**src/rtl/ps2tx_pkg.sv**
```systemverilog
package ps2tx_pkg;

    typedef enum logic [2:0] {
        ST_IDLE,
        ST_INHIBIT,
        ST_REQUEST,
        ST_WAIT_CLK,
        ST_SHIFT,
        ST_ACK,
        ST_FINISH
    } tx_state_e;

    typedef enum logic [1:0] {
        RES_OK,
        RES_NOACK,
        RES_TMO
    } tx_result_e;

    localparam int LAST_SHIFT_IDX = 9;

endpackage

```
**src/rtl/ps2tx_line_filter.sv**
```systemverilog
module ps2tx_line_filter #(
    parameter int FILT_LEN = 4
) (
    input  logic clk,
    input  logic rst_n,
    input  logic line_in,
    output logic level
);
    logic [1:0]          sync_q;
    logic [FILT_LEN-1:0] hist_q;

    always_ff @(posedge clk or negedge rst_n) begin
        if (!rst_n) begin
            sync_q <= 2'b11;
            hist_q <= '1;
            level  <= 1'b1;
        end else begin
            sync_q <= {sync_q[0], line_in};
            hist_q <= {hist_q[FILT_LEN-2:0], sync_q[1]};
            if (&hist_q)
                level <= 1'b1;
            else if (~|hist_q)
                level <= 1'b0;
        end
    end

    // the filtered level moves only after the synchronized input held steady
    a_r12_filter_stable: assert property (@(posedge clk) disable iff (!rst_n)
        !$stable(level) |-> ($past(sync_q[1], 2) == $past(sync_q[1], 3)));

endmodule

```
**src/rtl/ps2tx_tick_timer.sv**
```systemverilog
module ps2tx_tick_timer #(
    parameter int W = 8
) (
    input  logic         clk,
    input  logic         rst_n,
    input  logic         clear,
    input  logic         tick,
    output logic [W-1:0] count
);
    always_ff @(posedge clk or negedge rst_n) begin
        if (!rst_n)
            count <= '0;
        else if (clear)
            count <= '0;
        else if (tick && !(&count))
            count <= count + 1'b1;
    end
endmodule

```
**src/rtl/ps2_cmd_tx.sv**
```systemverilog
module ps2_cmd_tx
    import ps2tx_pkg::*;
#(
    parameter int INHIBIT_TICKS   = 100,
    parameter int FIRST_CLK_TICKS = 20000,
    parameter int XFER_TICKS      = 2000,
    parameter int FILT_LEN        = 4
) (
    input  logic       clk,
    input  logic       rst_n,
    input  logic       tick,
    input  logic       start,
    input  logic [7:0] cmd_byte,
    input  logic       kbd_clk_in,
    input  logic       kbd_dat_in,
    output logic       kbd_clk_pull,
    output logic       kbd_dat_pull,
    output logic       busy,
    output logic       done,
    output logic       ack_err,
    output logic       tmo_err
);
    localparam int MAX_A = (FIRST_CLK_TICKS > XFER_TICKS) ? FIRST_CLK_TICKS : XFER_TICKS;
    localparam int MAX_T = (MAX_A > INHIBIT_TICKS) ? MAX_A : INHIBIT_TICKS;
    localparam int TW    = $clog2(MAX_T + 2);
    localparam int NLINE = 2;

    // ---- line conditioning ------------------------------------------------
    logic [NLINE-1:0] line_raw;
    logic [NLINE-1:0] line_lvl;
    assign line_raw = {kbd_dat_in, kbd_clk_in};

    for (genvar g = 0; g < NLINE; g++) begin : g_filt
        ps2tx_line_filter #(.FILT_LEN(FILT_LEN)) u_filt (
            .clk     (clk),
            .rst_n   (rst_n),
            .line_in (line_raw[g]),
            .level   (line_lvl[g])
        );
    end

    logic clk_lvl, dat_lvl, clk_prev, clk_fall;
    assign clk_lvl  = line_lvl[0];
    assign dat_lvl  = line_lvl[1];
    assign clk_fall = clk_prev & ~clk_lvl;

    always_ff @(posedge clk or negedge rst_n) begin
        if (!rst_n) clk_prev <= 1'b1;
        else        clk_prev <= clk_lvl;
    end

    // ---- state and timer --------------------------------------------------
    tx_state_e     state, nstate;
    logic [TW-1:0] tcnt;
    logic          tmr_clr;
    logic          tmo_now;

    ps2tx_tick_timer #(.W(TW)) u_tmr (
        .clk   (clk),
        .rst_n (rst_n),
        .clear (tmr_clr),
        .tick  (tick),
        .count (tcnt)
    );

    always_comb begin
        tmo_now = 1'b0;
        unique case (state)
            ST_WAIT_CLK:     tmo_now = (tcnt >= TW'(FIRST_CLK_TICKS));
            ST_SHIFT, ST_ACK: tmo_now = (tcnt >= TW'(XFER_TICKS));
            default:         tmo_now = 1'b0;
        endcase
    end

    logic [3:0] bit_idx;

    always_comb begin
        nstate = state;
        unique case (state)
            ST_IDLE:     if (start) nstate = ST_INHIBIT;
            ST_INHIBIT:  if (tcnt >= TW'(INHIBIT_TICKS)) nstate = ST_REQUEST;
            ST_REQUEST:  if (tick) nstate = ST_WAIT_CLK;
            ST_WAIT_CLK: begin
                if (tmo_now)       nstate = ST_FINISH;
                else if (clk_fall) nstate = ST_SHIFT;
            end
            ST_SHIFT: begin
                if (tmo_now) nstate = ST_FINISH;
                else if (clk_fall && bit_idx == 4'(LAST_SHIFT_IDX)) nstate = ST_ACK;
            end
            ST_ACK: begin
                if (tmo_now || clk_fall) nstate = ST_FINISH;
            end
            ST_FINISH:   nstate = ST_IDLE;
            default:     nstate = ST_IDLE;
        endcase
    end

    // the transfer window runs on through the acknowledge slot
    assign tmr_clr = (nstate != state) && (nstate != ST_ACK);

    always_ff @(posedge clk or negedge rst_n) begin
        if (!rst_n) state <= ST_IDLE;
        else        state <= nstate;
    end

    // ---- datapath ---------------------------------------------------------
    logic [7:0]  sh_byte;
    logic        par_bit;
    logic        tx_bit;
    tx_result_e  res;

    always_ff @(posedge clk or negedge rst_n) begin
        if (!rst_n) begin
            sh_byte <= '0;
            par_bit <= 1'b1;
            tx_bit  <= 1'b1;
            bit_idx <= '0;
            res     <= RES_OK;
        end else begin
            if (state == ST_IDLE && start) begin
                sh_byte <= cmd_byte;
                par_bit <= ~(^cmd_byte);
            end
            if (state == ST_WAIT_CLK && clk_fall && !tmo_now) begin
                tx_bit  <= sh_byte[0];
                bit_idx <= 4'd1;
            end
            if (state == ST_SHIFT && clk_fall && !tmo_now) begin
                if (bit_idx < 4'd8)
                    tx_bit <= sh_byte[bit_idx[2:0]];
                else if (bit_idx == 4'd8)
                    tx_bit <= par_bit;
                else
                    tx_bit <= 1'b1;
                bit_idx <= bit_idx + 4'd1;
            end
            if (nstate == ST_FINISH && state != ST_FINISH) begin
                if (tmo_now)      res <= RES_TMO;
                else if (dat_lvl) res <= RES_NOACK;
                else              res <= RES_OK;
            end
        end
    end

    // ---- outputs ----------------------------------------------------------
    always_comb begin
        busy         = (state != ST_IDLE);
        kbd_clk_pull = 1'b0;
        kbd_dat_pull = 1'b0;
        done         = 1'b0;
        ack_err      = 1'b0;
        tmo_err      = 1'b0;
        unique case (state)
            ST_INHIBIT:  kbd_clk_pull = 1'b1;
            ST_REQUEST:  begin kbd_clk_pull = 1'b1; kbd_dat_pull = 1'b1; end
            ST_WAIT_CLK: kbd_dat_pull = 1'b1;
            ST_SHIFT:    kbd_dat_pull = ~tx_bit;
            ST_FINISH: begin
                done    = (res == RES_OK);
                ack_err = (res == RES_NOACK);
                tmo_err = (res == RES_TMO);
            end
            default: ;
        endcase
    end

    // the clock is let go only while data is held low
    a_r3_clock_release_with_data: assert property (@(posedge clk) disable iff (!rst_n)
        ($fell(kbd_clk_pull) && busy) |-> kbd_dat_pull);

    // data moves only while the line clock is low
    a_r4_data_changes_in_low: assert property (@(posedge clk) disable iff (!rst_n)
        (state == ST_SHIFT && $past(state) == ST_SHIFT && !$stable(kbd_dat_pull)) |-> !clk_lvl);

    // success is reported only after a low data line at the last edge
    a_r7_ack_seen_low: assert property (@(posedge clk) disable iff (!rst_n)
        done |-> !$past(dat_lvl));

    // a result is a single-cycle pulse
    a_r10_single_pulse: assert property (@(posedge clk) disable iff (!rst_n)
        (done || ack_err || tmo_err) |=> !(done || ack_err || tmo_err));

endmodule

```
**config.mk**
```make
export PLATFORM = sky130hd
export DESIGN_NAME = ps2_cmd_tx
export DESIGN_NICKNAME = d
export VERILOG_FILES = /design/src/rtl/ps2tx_pkg.sv /design/src/rtl/ps2tx_line_filter.sv /design/src/rtl/ps2tx_tick_timer.sv /design/src/rtl/ps2_cmd_tx.sv
export SDC_FILE = /design/constraint.sdc
export NUM_CORES = 1
export LEC_CHECK = 0
export ABC_AREA = 1
export BUFFER_PORTS_ARGS = -buffer_cell sky130_fd_sc_hd__buf_2
export CAP_MARGIN = 20
export CORE_UTILIZATION = 50
export DETAILED_ROUTE_END_ITERATION = 8
export PLACE_DENSITY = 0.8
export SLEW_MARGIN = 20
export SYNTH_ARGS = -nofsm -noshare
export SYNTH_HDL_FRONTEND = slang
export SYNTH_SLANG_ARGS = --single-unit
```
**constraint.sdc**
```tcl
create_clock -name clk -period 1.7 [get_ports clk]
set_input_delay 0.085 -clock clk [delete_from_list [all_inputs] [get_ports clk]]
set_output_delay 0.085 -clock clk [all_outputs]
set_load 0.02 [all_outputs]
```
After elaboration in Yosys (flattened, before gate mapping). Cells that the tools add are included.

Register bits after elaboration: 49. Output and inout port bits: 6. Logic and storage cells: 98.

Add/sub/neg operators: 2. Magnitude comparators: 5. Eq/ne operators: 16. Multiplexer cells: 31. Bitwise gates (word level): 4. Reductions and logical operators: 26.

Operator list (number): 15-bit two-way mux (2); 3-bit two-way mux (8); 3-bit one-hot mux with 6 select lines (1); 15-bit by 1-bit adder with 15-bit output, second input constant (1); 15-bit by 11-bit >= comparator with 1-bit output, second input constant (1); 15-bit >= comparator, second input constant (1); 15-bit by 7-bit >= comparator with 1-bit output, second input constant (1); 15-bit AND reduction (1); 1-bit two-way mux (14); 3-bit equality test, second input constant (4); 1-bit logical AND (9); 4-bit equality test, second input constant (2); 4-bit two-way mux (2); 4-bit AND reduction (2); 4-bit OR reduction (2); 8-bit parity (1); 3-bit by 2-bit equality test with 1-bit output, second input constant (2); 3-bit inequality test, second input constant (2); 2-bit OR reduction (3); 4-bit by 1-bit adder with 4-bit output, second input constant (1); 3-bit by 4-bit < comparator with 1-bit output, second input constant (1); 4-bit < comparator, second input constant (1); 2-bit by 1-bit inequality test with 1-bit output, second input constant (2); 1-bit one-hot mux with 2 select lines (2); 14 further kinds (18).

Logic depth before layout (Yosys ltp). Gate-level depths: netlist of run 1.

Depth in word-level cells: 9. Gate-level depth with buffers: 16.

By module. Synthesis of run 1 repeated with hierarchy kept, for this count alone.

Cells, all modules: 349. Area, all modules: 2815.2 µm².

By module, submodules not included: ps2_cmd_tx (times used 1, cells an instance 181, area each 1442.6 µm², sequential area each 504.2 µm²); ps2tx_tick_timer (times used 1, cells an instance 142, area each 954.7 µm², sequential area each 375.4 µm²); ps2tx_line_filter (times used 2, cells an instance 13, area each 209.0 µm², sequential area each 183.9 µm²).

Worst setup path before layout of run 1. Ideal clock, no wire load.

Kind: reg-to-reg. From: reg u_tmr.count[0]. To: reg u_tmr.count[10]. Arrival: 1.573 ns. Data required time: 1.578 ns. Slack: 0.005 ns. Stages on the path, launching flop included: 12. Path buffers: 1. Clock period less this slack: 1.695 ns. Cells stage by stage: dfrtp_1 -> ha_1 -> nand2_1 -> nor2_1 -> nand3_1 -> nor2_1 -> nand2_1 -> nand2_1 -> buf_4 -> nor2_1 -> a21oi_1 -> a21oi_2.

Longest elaborated chain between the ends: 8. Elaborated cells between the ends (all ways): 20. Classes of those cells: 1 x add/sub; 3 x order compare; 2 x eq/ne; 8 x mux; 6 x reduce/logical.

RTL lines: start: declaration (line ps2tx_tick_timer.sv:8) `output logic [W-1:0] count`; start signal: assignment (line ps2tx_tick_timer.sv:16) `count <= count + 1'b1;`; 15-bit by 11-bit >= comparator with 1-bit output / 15-bit >= comparator (equally long branches) (line ps2_cmd_tx.sv:70, ps2_cmd_tx.sv:69); 1-bit one-hot mux with 2 select lines (line ps2_cmd_tx.sv:68) `unique case (state)`; 1-bit logical OR (line ps2_cmd_tx.sv:92) `if (tmo_now || clk_fall) nstate = ST_FINISH;`; 3-bit two-way mux (line ps2_cmd_tx.sv:92); 3-bit one-hot mux with 6 select lines (line ps2_cmd_tx.sv:79) `unique case (state)`; 3-bit inequality test (line ps2_cmd_tx.sv:100) `assign tmr_clr = (nstate != state) && (nstate != ST_ACK);`; 1-bit logical AND (line ps2_cmd_tx.sv:100); 15-bit two-way mux / 2-bit nonzero test (equally long branches).

Parallel ways exist; a longest one is shown, timed or not. The select of a mux whose other input is x is not followed. A chain may end at the register's enable or synchronous reset.

Final worst setup path of run 1.
From: reg u_tmr.count[6]. To: reg u_tmr.count[9].

Longest elaborated chain between the ends: 8. Elaborated cells between the ends (all ways): 20. Classes of those cells: 1 x add/sub; 3 x order compare; 2 x eq/ne; 8 x mux; 6 x reduce/logical.

RTL lines: 15-bit by 11-bit >= comparator with 1-bit output / 15-bit >= comparator (equally long branches) (line ps2_cmd_tx.sv:70, ps2_cmd_tx.sv:69); 1-bit one-hot mux with 2 select lines (line ps2_cmd_tx.sv:68); 1-bit logical OR (line ps2_cmd_tx.sv:92); 3-bit two-way mux (line ps2_cmd_tx.sv:92); 3-bit one-hot mux with 6 select lines * (line ps2_cmd_tx.sv:79); via nstate[0] (line ps2_cmd_tx.sv:53) `tx_state_e state, nstate;`; 3-bit inequality test (line ps2_cmd_tx.sv:100); 1-bit logical AND * (line ps2_cmd_tx.sv:100); 15-bit two-way mux / 2-bit nonzero test (equally long branches).

Mark *: on every way through the listed nets, which the timed path passes. The rest lies on a longest branch. The select of a mux whose other input is x is not followed.

==> impl_metrics.ini, run 1 <==
[sta]
rsz0062_at_grt = yes
clock_skew_ns = 0.0180
finalHoldViolCount = 0
setup-tns-final_ns = -1.22
fmax_mhz = 554
worst_pin_slew_ns = 0.574
fin_ws_ns = -0.106
finalSetupViolCount = 17
fin_crit_sh = 1.06
slew_headroom = 0.618
fin_crit_ns = 1.81
slew_violations = 0

[power_and_ir_drop]
p_leak_uw = 0.00162
p_per_area_nw_per_um2 = 1140
power.total_uw = 4050
irDropWorstVdd_mv = 0.861

[placement]
place_hpwl_mm = 3.95
placed_area_sq_um = 3100
place_ws_ns = -0.130
gp_congestion = 0.886
placement.io_buffers = 19

[final_layout]
antennaDiodeCount = 0
mostFrequentLayoutCells = nand2_1 (52), buf_4 (38), dfrtp_1 (28)
fillers = 395
area.sequential_sq_um = 1250
multi_input_area_sq_um = 1500
final_util = 0.686
design_area_sq_um = 3550
area_growth_syn_to_layout_pct = 30.4
final_nets = 389
layout-drive-gt1-share = 0.472
final_common_cell = nand2_1

[drt]
via_count = 2341
post_drt_via_cell_ratio = 5.31
dr.pass1.iters = 4
drc = 0
drt_iter0_markers = 229
final_antenna_net_count = 0
finalWirelength_mm = 6.49
wl_per_cell_microns = 14.7

[setup_path]
crit_type = flip-flop to flip-flop
setup.worst_path.end_class = flip-flop
cpMostUsedCell = nand2_2
critPathSlowestCell = dfrtp_2
start_kind = flip-flop
cp_top_family = simple AND/OR/NAND/NOR gates
cp_max_fo = 8
cp.buffers_inverters = 1
required_ns = 1.92
crit_chain = nand2_2 -> nand2_1 -> nand2_1 -> nand2_2 -> nand2_8 -> nand3_4 -> inv_4 -> o21ai_4 -> nand2_2 -> nand2_2 -> nand2_4 -> nand2_8 -> a21oi_2
cp.arrival_ns = 2.03
max_stage_delay_ns = 0.46

[floorplanning]
die_h_microns = 75.8
core.rowCount = 26
dieArea_sq_um = 5740
die_w_microns = 75.8
pin_count = 20
core_area_sq_um = 5170
initial_core_util = 0.526

[global_routing]
grt_util_all_layers = 0.218
grt_max_degree = 27
grt_antenna_before_repair = 0
gr-total-overflow = 0
grt_pass1_wl_mm = 9.36
grt_pass1_vias = 2171

[cts]
cts_tree = built
numClockSinks = 49
clock_path_buffers = 2
cts_root_buf = clkbuf_8
clk_pin_slew_worst_paths_ns = 0.10
htree_levels = 2
cts_buffers = 5
clk_latency_ns = 0.31

[synthesis]
syn_nets = 325
synth_cell_types = 39
synthCells = 306
netlist_area_sq_um = 2720
avgSynthCellArea_sq_um = 8.89
synth_warnings = 0
ys_seq_elements = 49
synth-seq-area-share = 0.459

[run]
cap_violations = 0

[hold_path]
min_path_type = primary input to flip-flop

[run_status]
failed_checks = setup timing
status = complete, but fails checks
==> final cells by class <==
class                      instances  share of cell area
timing repair buffer              62               0.129
clock inverter                     3             0.00741
tap                               70              0.0247
multi-input combinational        211               0.422
clock buffer                       5              0.0194
inverter                          41              0.0448
sequential                        49               0.353
==> final timing paths <==
path,startpoint,endpoint,slack (ns),cells past startpoint
min,cmd_byte[2],sh_byte[2]$_DFFE_PN0P_,0.03,2
max,u_tmr.count[6]$_DFFE_PN0P_,u_tmr.count[9]$_DFFE_PN0P_,-0.11,13
min reg2reg,g_filt[0].u_filt.sync_q[0]$_DFF_PN1_,g_filt[0].u_filt.sync_q[1]$_DFF_PN1_,0.36,0
max in group asynchronous,rst_n,g_filt[1].u_filt.hist_q[0]$_DFF_PN1_,0.78,3
min in group asynchronous,rst_n,u_tmr.count[12]$_DFFE_PN0P_,0.30,2
max reg2reg,u_tmr.count[6]$_DFFE_PN0P_,u_tmr.count[9]$_DFFE_PN0P_,-0.11,13
==> where the power goes <==
| group | switching [uW] | internal (uW) |
|---|---|---|
| Sequential | 153 | 1420 |
| Combinational | 1040 | 703 |
| Clock | 434 | 301 |
| Total | 1630 | 2420 |
==> what timing repair did <==
| item | 4_1_cts | 5_1_grt |
|---|---|---|
| cloned | 1 | 0 |
| hold endpoints to repair | 17 | 0 |
| hold buffers | 3 | 0 |
| resized for setup | 29 | 33 |
| endpoints found under the setup margin | 15 | 21 |
| pin swaps | 5 | 9 |
| setup buffers | 8 | 4 |
==> per-stage QoR <==
step	hold slack, ns	cells
after detailed placement	0.117	418
after floorplan	-0.211	306
after global placement	0.102	418
final	0.0312	441
after CTS	0.0244	438
after global routing	0.0164	441
==> kinds of logic after synthesis <==
family,Yosys count,synth area share
DFF,49,0.459
xor gates and xnor gates,20,0.0644
adders and majority gates,5,0.0230
buffers and inverters,47,0.0745
muxes,6,0.0248
and+or+nand+nor,132,0.245
AOI/OAI and AO/OA,47,0.109
==> cells in the mapped netlist, drive strengths merged <==
cell type / count / area, sq um
nand3: 21 / 145
o22a: 1 / 8.76
xor2: 10 / 87.6
nand4: 5 / 31.3
a31oi: 1 / 6.26
inv: 41 / 156
dfrtp: 32 / 801
nand2: 68 / 302
a21oi: 22 / 155
nor2: 28 / 125
nand3b: 1 / 7.51
o22ai: 3 / 18.8
o211ai: 1 / 7.51
o21ai: 18 / 93.8
or2: 1 / 6.26
nor4: 4 / 25.0
nor3: 4 / 25.0
clkbuf: 1 / 3.75
dfstp: 17 / 447
o31ai: 1 / 7.51
xnor2: 10 / 87.6
buf: 5 / 42.5
mux2: 6 / 67.6
ha: 5 / 62.6
==> worst reg2reg max path, stage by stage (launching register included) <==
cell	delay, ns
dfrtp_2	0.46
nand2_2	0.13
nand2_1	0.08
nand2_1	0.10
nand2_2	0.09
nand2_8	0.09
nand3_4	0.09
inv_4	0.08
o21ai_4	0.07
nand2_2	0.08
nand2_2	0.08
nand2_4	0.14
nand2_8	0.10
a21oi_2	0.14
==> metal layers <==
layer,part of all wire,global-route usage,wire length (microns),vias to the layer above
met1,0.42,0.262,2730,1128
met4,0.025,0.0823,160,0
met3,0.049,0.0463,315,15
li1,-,-,-,1122
met2,0.51,0.383,3280,76
met5,0,0,0,-
==> sequential cells by signal, summed over array words and instances (netlist names) <==
name and flops:
sh_byte 8, g_filt.u_filt.sync_q 4, u_tmr.count 15, tx_bit 1, res 2, clk_prev 1
state 3, g_filt.u_filt.hist_q 8, g_filt.u_filt.level 2, bit_idx 4, par_bit 1
(Power assumes the default switching activity.)
==> run 2, diff against run 1 <==
Settings changed: ABC_AREA 1 to not set.
==> run 2 against run 1 <==
Effect of this change: the run still ends with setup timing left; cell count decreased by 12%; die area decreased by 8.3%; via count decreased by 3.5%; synthesized cell count decreased by 23%; sequential cell count unchanged; clock power decreased by 4.6%; setup slack got worse by 0.27 ns; synthesized area decreased by 8.5%; largest power group unchanged.
==> impl_metrics.ini, run 2 <==
[placement]
place_hpwl_mm = 4.05
placement.io_buffers = 19
gp_congestion = 0.931
placed_area_sq_um = 3010

[cts]
clk_latency_ns = 0.30
clk_pin_slew_worst_paths_ns = 0.09
htree_levels = 2
cts_tree = built
cts_root_buf = clkbuf_8
cts_buffers = 5
numClockSinks = 49
clock_path_buffers = 2

[synthesis]
synth_area_leaders = dfrtp_1 (32%), dfstp_2 (18%), xnor2_1 (4.9%)
synth-seq-area-share = 0.501
synth_edf_count = 0
yosysTopAreaCell = dfrtp_1
synth_ff_type = dfrtp_1
synth_cell_types = 55
avgSynthCellArea_sq_um = 10.5
synth_warnings = 0
synth_top_cell_area_share = 0.322
ys_seq_elements = 49
netlist_top_cells_count = dfrtp_1 (32), nor2_1 (31), nand2_1 (20)
synthCells = 237
async_flop_share = 1.00
syn_nets = 256
netlist_area_sq_um = 2490
synth.most_common_cell = dfrtp_1

[sta]
fin_crit_sh = 1.22
finalHoldViolCount = 0
fin_ws_ns = -0.372
rsz0062_at_grt = yes
clock_skew_ns = 0.00765
slew_headroom = 0.718
hold_slack_ns = 0.0419
finalSetupViolCount = 29
worst_pin_slew_ns = 0.417
fin_crit_ns = 2.07
slew_violations = 0
fmax_mhz = 483

[final_layout]
design_area_sq_um = 3460
layout-drive-gt1-share = 0.455
area_growth_syn_to_layout_pct = 39.1
mostFrequentLayoutCells = buf_4 (51), nor2_1 (31), dfrtp_1 (29)
regMostFlops = u_tmr.count
final_util = 0.728
largest_reg_flops = 15
final_common_cell = buf_4
final_nets = 339
reg.largest.list = u_tmr.count: 15 flops, g_filt.u_filt.hist_q: 8 flops, sh_byte: 8 flops
antennaDiodeCount = 0

[drt]
wl_met1_mm = 2.89
dr.pass1.iters = 5
met3_wirelength_microns = 437
top_layer = met4
post_drt_via_cell_ratio = 5.82
dr_wl_met2_mm = 3.48
final_antenna_net_count = 0
drt_iter0_markers = 174
via_count = 2260
wl_per_cell_microns = 18.3
finalWirelength_mm = 7.10
drc = 0

[floorplanning]
die_w_microns = 72.6
initial_core_util = 0.523
pin_count = 20
dieArea_sq_um = 5260
core.rowCount = 25
core_area_sq_um = 4750
die_h_microns = 72.6

[power_and_ir_drop]
power.total_uw = 4120
swShare = 0.366
power.net_switching_uw = 1510
p_leak_uw = 0.00150
seqPwrFrac = 0.391
irDropWorstVdd_mv = 0.888
p_comb_frac = 0.439
p_per_area_nw_per_um2 = 1190
internal_power_uw = 2610
clock_power_share = 0.170

[global_routing]
gr-total-overflow = 0
grt_max_degree = 50
grt_util_all_layers = 0.270
grt_pass1_wl_mm = 10.7
grt_antenna_before_repair = 0
grt_pass1_vias = 2205

[run_status]
failed_checks = setup timing
status = complete, but fails checks

[setup_path]
required_ns = 1.89
start_kind = flip-flop
cp_max_fo = 8
crit_type = flip-flop to flip-flop
setup.worst_path.end_class = flip-flop
cp.arrival_ns = 2.27

[hold_path]
min_path_type = primary input to flip-flop

[run]
cap_violations = 0
## run 2: changes by cell type in the layout (fill, tap and decap cells not counted), sizes merged, moves of 6 or more
cell   previous run  this run
nand3            21         8
o21ai            18         8
nand2            69        20
a21oi            22         8
buf              59        76
inv              42        12
xor2             10         4
## run 2: area by class of cell
cell class / count / area [sq um]
multi-input combinational: 174 / 1390
fill: 320 / 1290
sequential: 49 / 1250
timing repair buffer: 79 / 606
tap: 67 / 83.8
clock buffer: 5 / 68.8
inverter: 11 / 41.3
clock inverter: 3 / 21.3
## run 2: cell families (layout without fill, tap and decap cells)
kind of cell / Yosys count / in the layout / synth area share
simple gates: 93 / 94 / 0.184
mux: 14 / 14 / 0.0704
buf+inv: 16 / 98 / 0.0282
compound gates: 42 / 43 / 0.128
fa+ha+maj: 5 / 5 / 0.0251
flops: 49 / 49 / 0.501
xor+xnor: 18 / 18 / 0.0633
## run 2: final timing paths
| path | slack [ns] | end | depth (start not counted) | startpoint |
|---|---|---|---|---|
| max reg2reg | -0.37 | u_tmr.count[13]$_DFFE_PN0P_ | 6 | u_tmr.count[13]$_DFFE_PN0P_ |
| min reg2reg | 0.36 | g_filt[1].u_filt.hist_q[0]$_DFF_PN1_ | 0 | g_filt[1].u_filt.sync_q[1]$_DFF_PN1_ |
| max in group asynchronous | 1.14 | g_filt[1].u_filt.hist_q[2]$_DFF_PN1_ | 3 | rst_n |
| min | 0.04 | sh_byte[6]$_DFFE_PN0P_ | 2 | cmd_byte[6] |
| max | -0.37 | u_tmr.count[13]$_DFFE_PN0P_ | 6 | u_tmr.count[13]$_DFFE_PN0P_ |
| min in group asynchronous | 0.27 | bit_idx[2]$_DFFE_PN0P_ | 3 | rst_n |
## run 2: layer usage
metal  track usage  up-vias
li1              -     1015
met1         0.346     1110
met4         0.131        0
met5             0        -
met3        0.0417       31
met2         0.448      104
## run 2: worst max-delay path, cell delays in order, from the launching register on
cell and delay (ns):
dfrtp_1 0.46, nor4_4 0.36, o21ai_2 0.16, o311a_1 0.35, a221oi_4 0.26, o32a_4 0.31
nor2_1 0.07
## run 2: power by group through the flow
stage | Sequential, uW | Clock [uW] | Combinational, uW
floorplan | 1540 | 0 | 912
global placement | 1580 | 0 | 1280
CTS | 1590 | 716 | 1550
detailed placement | 1600 | 0 | 1330
global route | 1630 | 756 | 1900
finish | 1610 | 701 | 1810
## run 2: per-stage QoR
stage               setup WS, ns  instances  setup TNS (ns)
floorplan                 -0.121        237           -1.25
global placement          -0.224        363           -4.16
detailed placement        -0.264        363           -5.12
CTS                       -0.230        381           -3.62
global route              -0.413        388           -8.40
finish                    -0.372        388           -7.22
## run 2: repair_timing
item                                    4_1_cts  5_1_grt
setup buffers                                 7        6
hold buffers                                  3        0
gates resized for setup                      28       19
gates cloned                                  1        1
endpoints found under the setup margin       35       32
pin swaps                                     5       15
hold endpoints to repair                     34        0
